**src/rtl/xcvr_pkg.sv**
```systemverilog
package xcvr_pkg;
  // Strobes sent from the control to the datapath, one set per direction
  typedef struct packed {
    logic passAb;  // A-to-B element tracks its input
    logic capAb;   // A-to-B element loads on this edge
    logic passBa;
    logic capBa;
  } xferStrobe_t;
endpackage

```
**src/rtl/xcvr_ctrl.sv**
```systemverilog
module xcvr_ctrl
  import xcvr_pkg::*;
(
  input  logic        clk,
  input  logic        rstN,
  input  logic        leAb,
  input  logic        clkAb,
  input  logic        leBa,
  input  logic        clkBa,
  output xferStrobe_t strobes
);
  logic clkAbQ, clkBaQ;

  always_ff @(posedge clk or negedge rstN) begin
    if (!rstN) begin
      clkAbQ <= 1'b0;
      clkBaQ <= 1'b0;
    end else begin
      clkAbQ <= clkAb;
      clkBaQ <= clkBa;
    end
  end

  // A rising edge is a 0 sample followed by a 1 sample; pass mode wins
  always_comb begin
    strobes.passAb = leAb;
    strobes.passBa = leBa;
    strobes.capAb  = !leAb && clkAb && !clkAbQ;
    strobes.capBa  = !leBa && clkBa && !clkBaQ;
  end

  // One rising edge yields one capture, never two back to back
  AST_ONE_CAPTURE_AB: assert property (@(posedge clk) disable iff (!rstN)
    strobes.capAb |=> !strobes.capAb);
  AST_ONE_CAPTURE_BA: assert property (@(posedge clk) disable iff (!rstN)
    strobes.capBa |=> !strobes.capBa);
endmodule

```
**src/rtl/xcvr_dp.sv**
```systemverilog
module xcvr_dp
  import xcvr_pkg::*;
#(
  parameter int WIDTH = 18
) (
  input  logic             clk,
  input  logic             rstN,
  input  logic [WIDTH-1:0] aIn,
  input  logic             aDrv,
  input  logic [WIDTH-1:0] bIn,
  input  logic             bDrv,
  input  xferStrobe_t      strobes,
  output logic [WIDTH-1:0] aOut,
  output logic [WIDTH-1:0] bOut
);
  logic [WIDTH-1:0] holdA, holdB;
  logic [WIDTH-1:0] storeAb, storeBa;
  logic [WIDTH-1:0] aEff, bEff;

  // Bus-hold: remember the last driven level of each port
  always_ff @(posedge clk or negedge rstN) begin
    if (!rstN) begin
      holdA <= '0;
      holdB <= '0;
    end else begin
      if (aDrv) holdA <= aIn;
      if (bDrv) holdB <= bIn;
    end
  end

  assign aEff = aDrv ? aIn : holdA;
  assign bEff = bDrv ? bIn : holdB;

  // Storage: follow in pass mode, load on a capture edge, else keep
  always_ff @(posedge clk or negedge rstN) begin
    if (!rstN) begin
      storeAb <= '0;
      storeBa <= '0;
    end else begin
      if (strobes.passAb || strobes.capAb) storeAb <= aEff;
      if (strobes.passBa || strobes.capBa) storeBa <= bEff;
    end
  end

  // Pass mode bypasses the storage combinationally
  assign bOut = strobes.passAb ? aEff : storeAb;
  assign aOut = strobes.passBa ? bEff : storeBa;

  AST_KEEP_AB: assert property (@(posedge clk) disable iff (!rstN)
    (!strobes.passAb && !strobes.capAb) |=> $stable(storeAb));
  AST_CAPTURE_AB: assert property (@(posedge clk) disable iff (!rstN)
    strobes.capAb |=> (storeAb == $past(aEff)));
  AST_CAPTURE_BA: assert property (@(posedge clk) disable iff (!rstN)
    strobes.capBa |=> (storeBa == $past(bEff)));
  AST_HOLD_A: assert property (@(posedge clk) disable iff (!rstN)
    !aDrv |=> $stable(holdA));
  AST_HOLD_B: assert property (@(posedge clk) disable iff (!rstN)
    !bDrv |=> $stable(holdB));
endmodule

```
**src/rtl/reg_bus_xcvr.sv**
```systemverilog
module reg_bus_xcvr
  import xcvr_pkg::*;
#(
  parameter int WIDTH = 18
) (
  input  logic             clk,
  input  logic             rstN,
  input  logic [WIDTH-1:0] aIn,
  input  logic             aDrv,
  output logic [WIDTH-1:0] aOut,
  output logic [WIDTH-1:0] aOe,
  input  logic [WIDTH-1:0] bIn,
  input  logic             bDrv,
  output logic [WIDTH-1:0] bOut,
  output logic [WIDTH-1:0] bOe,
  input  logic             leAb,
  input  logic             clkAb,
  input  logic             oeAb,
  input  logic             leBa,
  input  logic             clkBa,
  input  logic             oeBaN
);
  xferStrobe_t strobes;

  xcvr_ctrl u_ctrl (
    .clk(clk), .rstN(rstN),
    .leAb(leAb), .clkAb(clkAb), .leBa(leBa), .clkBa(clkBa),
    .strobes(strobes)
  );

  xcvr_dp #(.WIDTH(WIDTH)) u_dp (
    .clk(clk), .rstN(rstN),
    .aIn(aIn), .aDrv(aDrv), .bIn(bIn), .bDrv(bDrv),
    .strobes(strobes), .aOut(aOut), .bOut(bOut)
  );

  // Direction enables fan out to every bit; opposite polarities
  assign bOe = {WIDTH{oeAb}};
  assign aOe = {WIDTH{~oeBaN}};
endmodule

```
**config.mk**
```make
export PLATFORM = sky130hd
export DESIGN_NAME = reg_bus_xcvr
export DESIGN_NICKNAME = d
export VERILOG_FILES = /design/src/rtl/xcvr_pkg.sv /design/src/rtl/xcvr_ctrl.sv /design/src/rtl/xcvr_dp.sv /design/src/rtl/reg_bus_xcvr.sv
export SDC_FILE = /design/constraint.sdc
export NUM_CORES = 1
export LEC_CHECK = 0
export CORE_AREA = 4 4 130 82
export CTS_BUF_LIST = sky130_fd_sc_hd__clkbuf_8 sky130_fd_sc_hd__clkbuf_16
export DETAILED_ROUTE_END_ITERATION = 7
export DIE_AREA = 0 0 134 86
export PLACE_DENSITY = 0.67
export SLEW_MARGIN = 20
export SYNTH_ARGS = -nofsm -noshare
export SYNTH_HDL_FRONTEND = slang
export SYNTH_SLANG_ARGS = --single-unit
```
**constraint.sdc**
```tcl
create_clock -name clk -period 1.7 [get_ports clk]
set_input_delay 0.17 -clock clk [delete_from_list [all_inputs] [get_ports clk]]
set_output_delay 0.17 -clock clk [all_outputs]
set_load 0.01 [all_outputs]
```
# Word-level counts from Yosys, hierarchy flattened
# Cells that the tools add are included.
[word_totals]
input_bits = 46
wordCells = 21
reg_bits = 74
[op_classes]
reduce_logical = 10
bitwise = 1
mux = 4
[ops]
columns = ["op", "n"]
rows = [
  ["$mux W18", 4],
  ["$logic_and A1 B1 Y1", 4],
  ["$logic_not A1 Y1", 4],
  ["$logic_or A1 B1 Y1", 2],
  ["$not A1 Y1", 1],
]

# Depth between registers and ports, before layout
[depth]
depth_word = 4
mapped_depth = 4

# By module
# From an unflattened synthesis, not the netlist that was laid out.
[unflattened]
cells_unflattened = 356
area_unflattened_um2 = 3584.7
[by_module_without_submodules]
columns = ["mod", "cells_per_inst", "area_each_um2", "instances"]
rows = [
  ["xcvr_dp", 314, 3228.1, 1],
  ["reg_bus_xcvr", 36, 266.5, 1],
  ["xcvr_ctrl", 6, 90.1, 1],
]

# Worst setup path after synthesis
# Ideal clock, no wire load.
[synth_timing]
path_kind = "reg-to-reg"
startpoint = "reg u_ctrl.clkAbQ"
endpoint = "reg u_dp.storeAb[10]"
synth_period_minus_slack_ns = 1.239
path_slack_ns = 0.461
setup_time_ns = 0.125
path_stages_with_launch = 5
t_required_ns = 1.575
arrival_ns = 1.114
path_buffers = 1
cell_sequence = "dfrtp_1 -> inv_1 -> a21oi_4 -> buf_6 -> mux2_2"
[synth_between]
elab_chain_len = 3
[synth_lines]
columns = ["item", "line_no", "rtl"]
rows = [
  ["start, declared", "xcvr_ctrl.sv:12", "logic clkAbQ, clkBaQ;"],
  ["start signal, assigned", "xcvr_ctrl.sv:19", "clkAbQ <= clkAb;"],
  ["$logic_not A1 Y1", "xcvr_ctrl.sv:28", "strobes.capAb = !leAb && clkAb && !clkAbQ;"],
  ["$logic_and A1 B1 Y1", "xcvr_ctrl.sv:28", ""],
  ["$logic_or A1 B1 Y1", "xcvr_dp.sv:40", "if (strobes.passAb || strobes.capAb) storeAb <= aEff;"],
  ["end signal, assigned", "xcvr_dp.sv:37", "storeAb <= '0;"],
  ["end signal, assigned", "xcvr_dp.sv:40", ""],
  ["end, declared", "xcvr_dp.sv:17", "logic [WIDTH-1:0] storeAb, storeBa;"],
]
# No other way between the ends.
# A chain may end at the register's enable or synchronous reset.

# Worst setup path after layout
[layout_timing]
startpoint = "in bDrv"
endpoint = "out aOut[3]"
[layout_between]
elab_chain_len = 2
[layout_lines]
columns = ["item", "line_no", "rtl"]
rows = [
  ["start, declared", "reg_bus_xcvr.sv:13", "input logic bDrv,"],
  ["$mux W18", "xcvr_dp.sv:32", "assign bEff = bDrv ? bIn : holdB;"],
  ["named net u_dp.bEff[3]", "xcvr_dp.sv:18", "logic [WIDTH-1:0] aEff, bEff;"],
  ["$mux W18", "xcvr_dp.sv:47", "assign aOut = strobes.passBa ? bEff : storeBa;"],
  ["end, declared", "reg_bus_xcvr.sv:10", "output logic [WIDTH-1:0] aOut,"],
]
# The timed path passes the listed nets, and every way through them passes these cells.

==> summary.md <==
| Metric | Value |
|---|---|
| Routed wl met3 | `between 500 and 600 microns` |
| Die span in x | `134 microns` |
| Antenna violations before repair | `0` |
| Util after Layout | `53.0%` |
| Cell chain of the critical path | `clkdlybuf4s15_2 > buf_12 > mux2_2 > mux2_2 > dlygate4sd2_1` |
| Warnings from Yosys | `0` |
| Clock Pin Slew Worst Setup and Hold Paths | `60 ps` |
| Met1 routed wirelength after detailed routing | `3.45 mm` |
| Total wirelength of the detailed-routed design | `7.37 mm` |
| Power density of the placed cells | `approximately 1000 mW/mm^2` |
| DR WL/cell | `15.4 microns` |
| Crit path time final | `1660 ps` |
| Worst-case register-to-register setup slack | `510 ps` |
| Hold Path Class | `primary input to asynchronous set/reset pin` |
| Worst flop-to-flop path startpoint | `u_ctrl.clkBaQ` |
| Max Fanout on Critical Path | `9` |
| Data required time of the worst path | `1530 ps` |
| Net Count, Synth | `278` |
| Depth of the CTS H-tree | `3` |
| Data arrival at the endpoint of the critical path | `1490 ps` |
| DR WL met2 | `3.29 mm` |
| Clock Latency Late Sink | `330 ps` |
| Stages on the worst setup path | `5` |
| CTS tree | `done` |
| Placement Setup Slack | `-479 ps` |
| Kind of start point of the critical path | `primary input` |
| Vias in the first global route | `2330` |
| DR DRC count | `0` |
| Total GRT Usage | `13.6%` |
| Detailed Routing Iterations Pass 1 | `4` |
| Rows | `28` |
| Total standard cell area after synthesis | `0.00356 sq mm` |
| Die ar. | `0.0115 sq mm` |
| GPL Wtd Cong | `0.750` |
| Crit. Startpoint | `bDrv` |
| End point of the critical path | `aOut[3]` |
| Initial Util | `37.2%` |
| Fillers | `823` |
| Share of the cycle needed by the critical path after routing | `a little over nine tenths` |
| DRT antenna net count | `0` |
| Bufs on Longest Clock Path | `2` |
| Most numerous cell on the critical path | `mux2_2` |
| Worst setup EP type | `primary output` |
| Cells after Synth | `232` |
| Number of distinct standard cells referenced by the synthesized netlist | `9` |
| Number of failing setup endpoints in the final timing report | `0` |
| Worst max-slew margin expressed relative to the limit | `68.6%` |
| Tot Pwr | `~5.1 mW` |
| Syn_area_per_cell | `15.3 sq um` |
| Number of nets at the end of the flow | `383` |
| Max Clk Rate | `0.604 GHz` |
| Routed via count divided by cell count | `4.42` |
| Dpl hpwl | `4.87 mm` |
| Library cell occupying the most area in the post-synthesis netlist | `dfrtp_1` |
| Core Footprint | `0.00956 sq mm` |
| Port buffer count | `98` |
| Via count | `2107` |
| Capture instance of the worst register-to-register path | `u_dp.storeBa[6]` |
| Number of buffers added by the clock tree synthesis step | `9` |
| Worst-case reg-to-reg path depth | `4` |
| WS Path Type | `primary input to primary output` |
| DIE HEIGHT | `~86 microns` |
| Grt total ovfl | `0` |
| Sink count of the clock tree | `74` |
| Stage delay of the slowest cell on the critical path | `340 ps` |
| Global-route wire length before repair | `12.1 mm` |
| Master of the slowest instance on the critical path | `mux2_2` |
| Final total negative setup slack | `0 ps` |
| Number of synthesized register bits | `74` |
| Worst slew pin tran | `471 ps` |
| Critical path buffers and inverters | `3` |
| Pin count of the biggest net entering global routing | `37` |
| Synth top area cells | `dfrtp_1 (52%), mux2_2 (28%), mux2_4 (8.4%)` |
| Run status | `completed` |
| MaxCap Viol Count | `0` |
| Setup repair after global routing missed its margin | `false` |
| Final hold violation count | `0` |
| Cell at the root of the clock tree | `clkbuf_16` |
| Critical path's top delay family | `buffers and inverters` |
| Starting DRC count in detailed routing | `88` |
| Relative area change from synthesis to final layout | `42.4%` |
| Post-Route Skew | `between 2 and 3 ps` |
| Post-synthesis sequential area ratio | `52.0%` |
| Worst ir drop on vdd | `approximately 600 uV` |
| IO Count | `118` |
| Fraction of layout cells with a size suffix above 1 | `between 50% and 60%` |
| Max-slew violation count | `0` |
| LEAKAGE | `roughly 2.2 nW` |
| Top sig layer | `met4` |
| Final setup margin | `approximately 45 ps` |
| Top-area cell type share of the netlist area | `about 52%` |
| Antenna diode instance count | `0` |
==> worst min path at each step <==
stage | end | start | slack (ps)
after global placement | u_dp.holdA[12] | rstN | 160
final | u_dp.holdA[14] | rstN | 340
after global routing | bOe[14] | oeAb | 340
after CTS | bOe[1] | oeAb | 340
after floorplan | u_ctrl.clkAbQ | rstN | -130
after detailed placement | u_dp.holdA[14] | rstN | 170
==> metal layers <==
metal  vias to the layer above  global-route usage (%)
met4                         0                    3.08
met5                         -                       0
li1                        989                       -
met3                         8                    6.51
met2                        71                    20.9
met1                      1039                    17.5
==> report_power, final <==
part           leakage, nW  switching (mW)  internal, mW
Combinational         1.20           0.423         0.710
Clock                0.151           0.697          1.21
Sequential           0.866          0.0795          1.98
==> kinds of logic (layout without fill, tap and decap cells) <==
group | Yosys count | after routing | share of synthesized area, %
mux | 108 | 108 | 36.3
flops | 74 | 74 | 52.0
buf+inv | 48 | 158 | 10.8
compound gates | 2 | 2 | 0.914
==> timing repair <==
action / CTS / global route
hold buffers: 1 / 0
setup buffers: 5 / 0
cloned: 2 / 0
gates resized for setup: 59 / 30
setup endpoints to repair: 36 / 30
endpoints found under the hold margin: 34 / 0
==> cells in the mapped netlist <==
cell	instances
mux2_4	20
dfrtp_1	74
mux2_2	88
a21oi_4	2
inv_1	3
buf_4	37
buf_2	2
buf_6	4
buf_12	2
==> per-stage QoR <==
stage               instance area (sq um)  hold slack (ps)  cells
floorplan                            3560             -126    232
global placement                     4680              163    453
detailed placement                   4680              170    453
CTS                                  5090              341    477
global route                         5070              341    477
finish                               5070              340    477
==> cells in the final DEF, fill, tap and decap left out, types with 3 or more instances in the layout <==
cell type,n
mux2_2,88
dfrtp_1,74
clkdlybuf4s50_1,58
buf_4,29
clkdlybuf4s15_1,26
mux2_4,20
buf_12,10
clkbuf_16,9
clkbuf_2,9
inv_1,3
clkinv_2,3
==> cell type report <==
class                      instances  area (sq um)  area share, %
clock buffer                      11           253           4.99
clock inverter                     5          52.6           1.04
inverter                           3          11.3          0.222
multi-input combinational        110          1320           26.1
sequential                        74          1850           36.5
tap                              135           169           3.33
timing repair buffer             139          1410           27.8
==> registers in the layout (all words and copies together), names as in the netlist <==
signal and count:
u_dp.holdA 18, u_dp.holdB 18, u_dp.storeAb 18, u_dp.storeBa 18, u_ctrl.clkAbQ 1, u_ctrl.clkBaQ 1
Power figures use the tool's default switching activity.
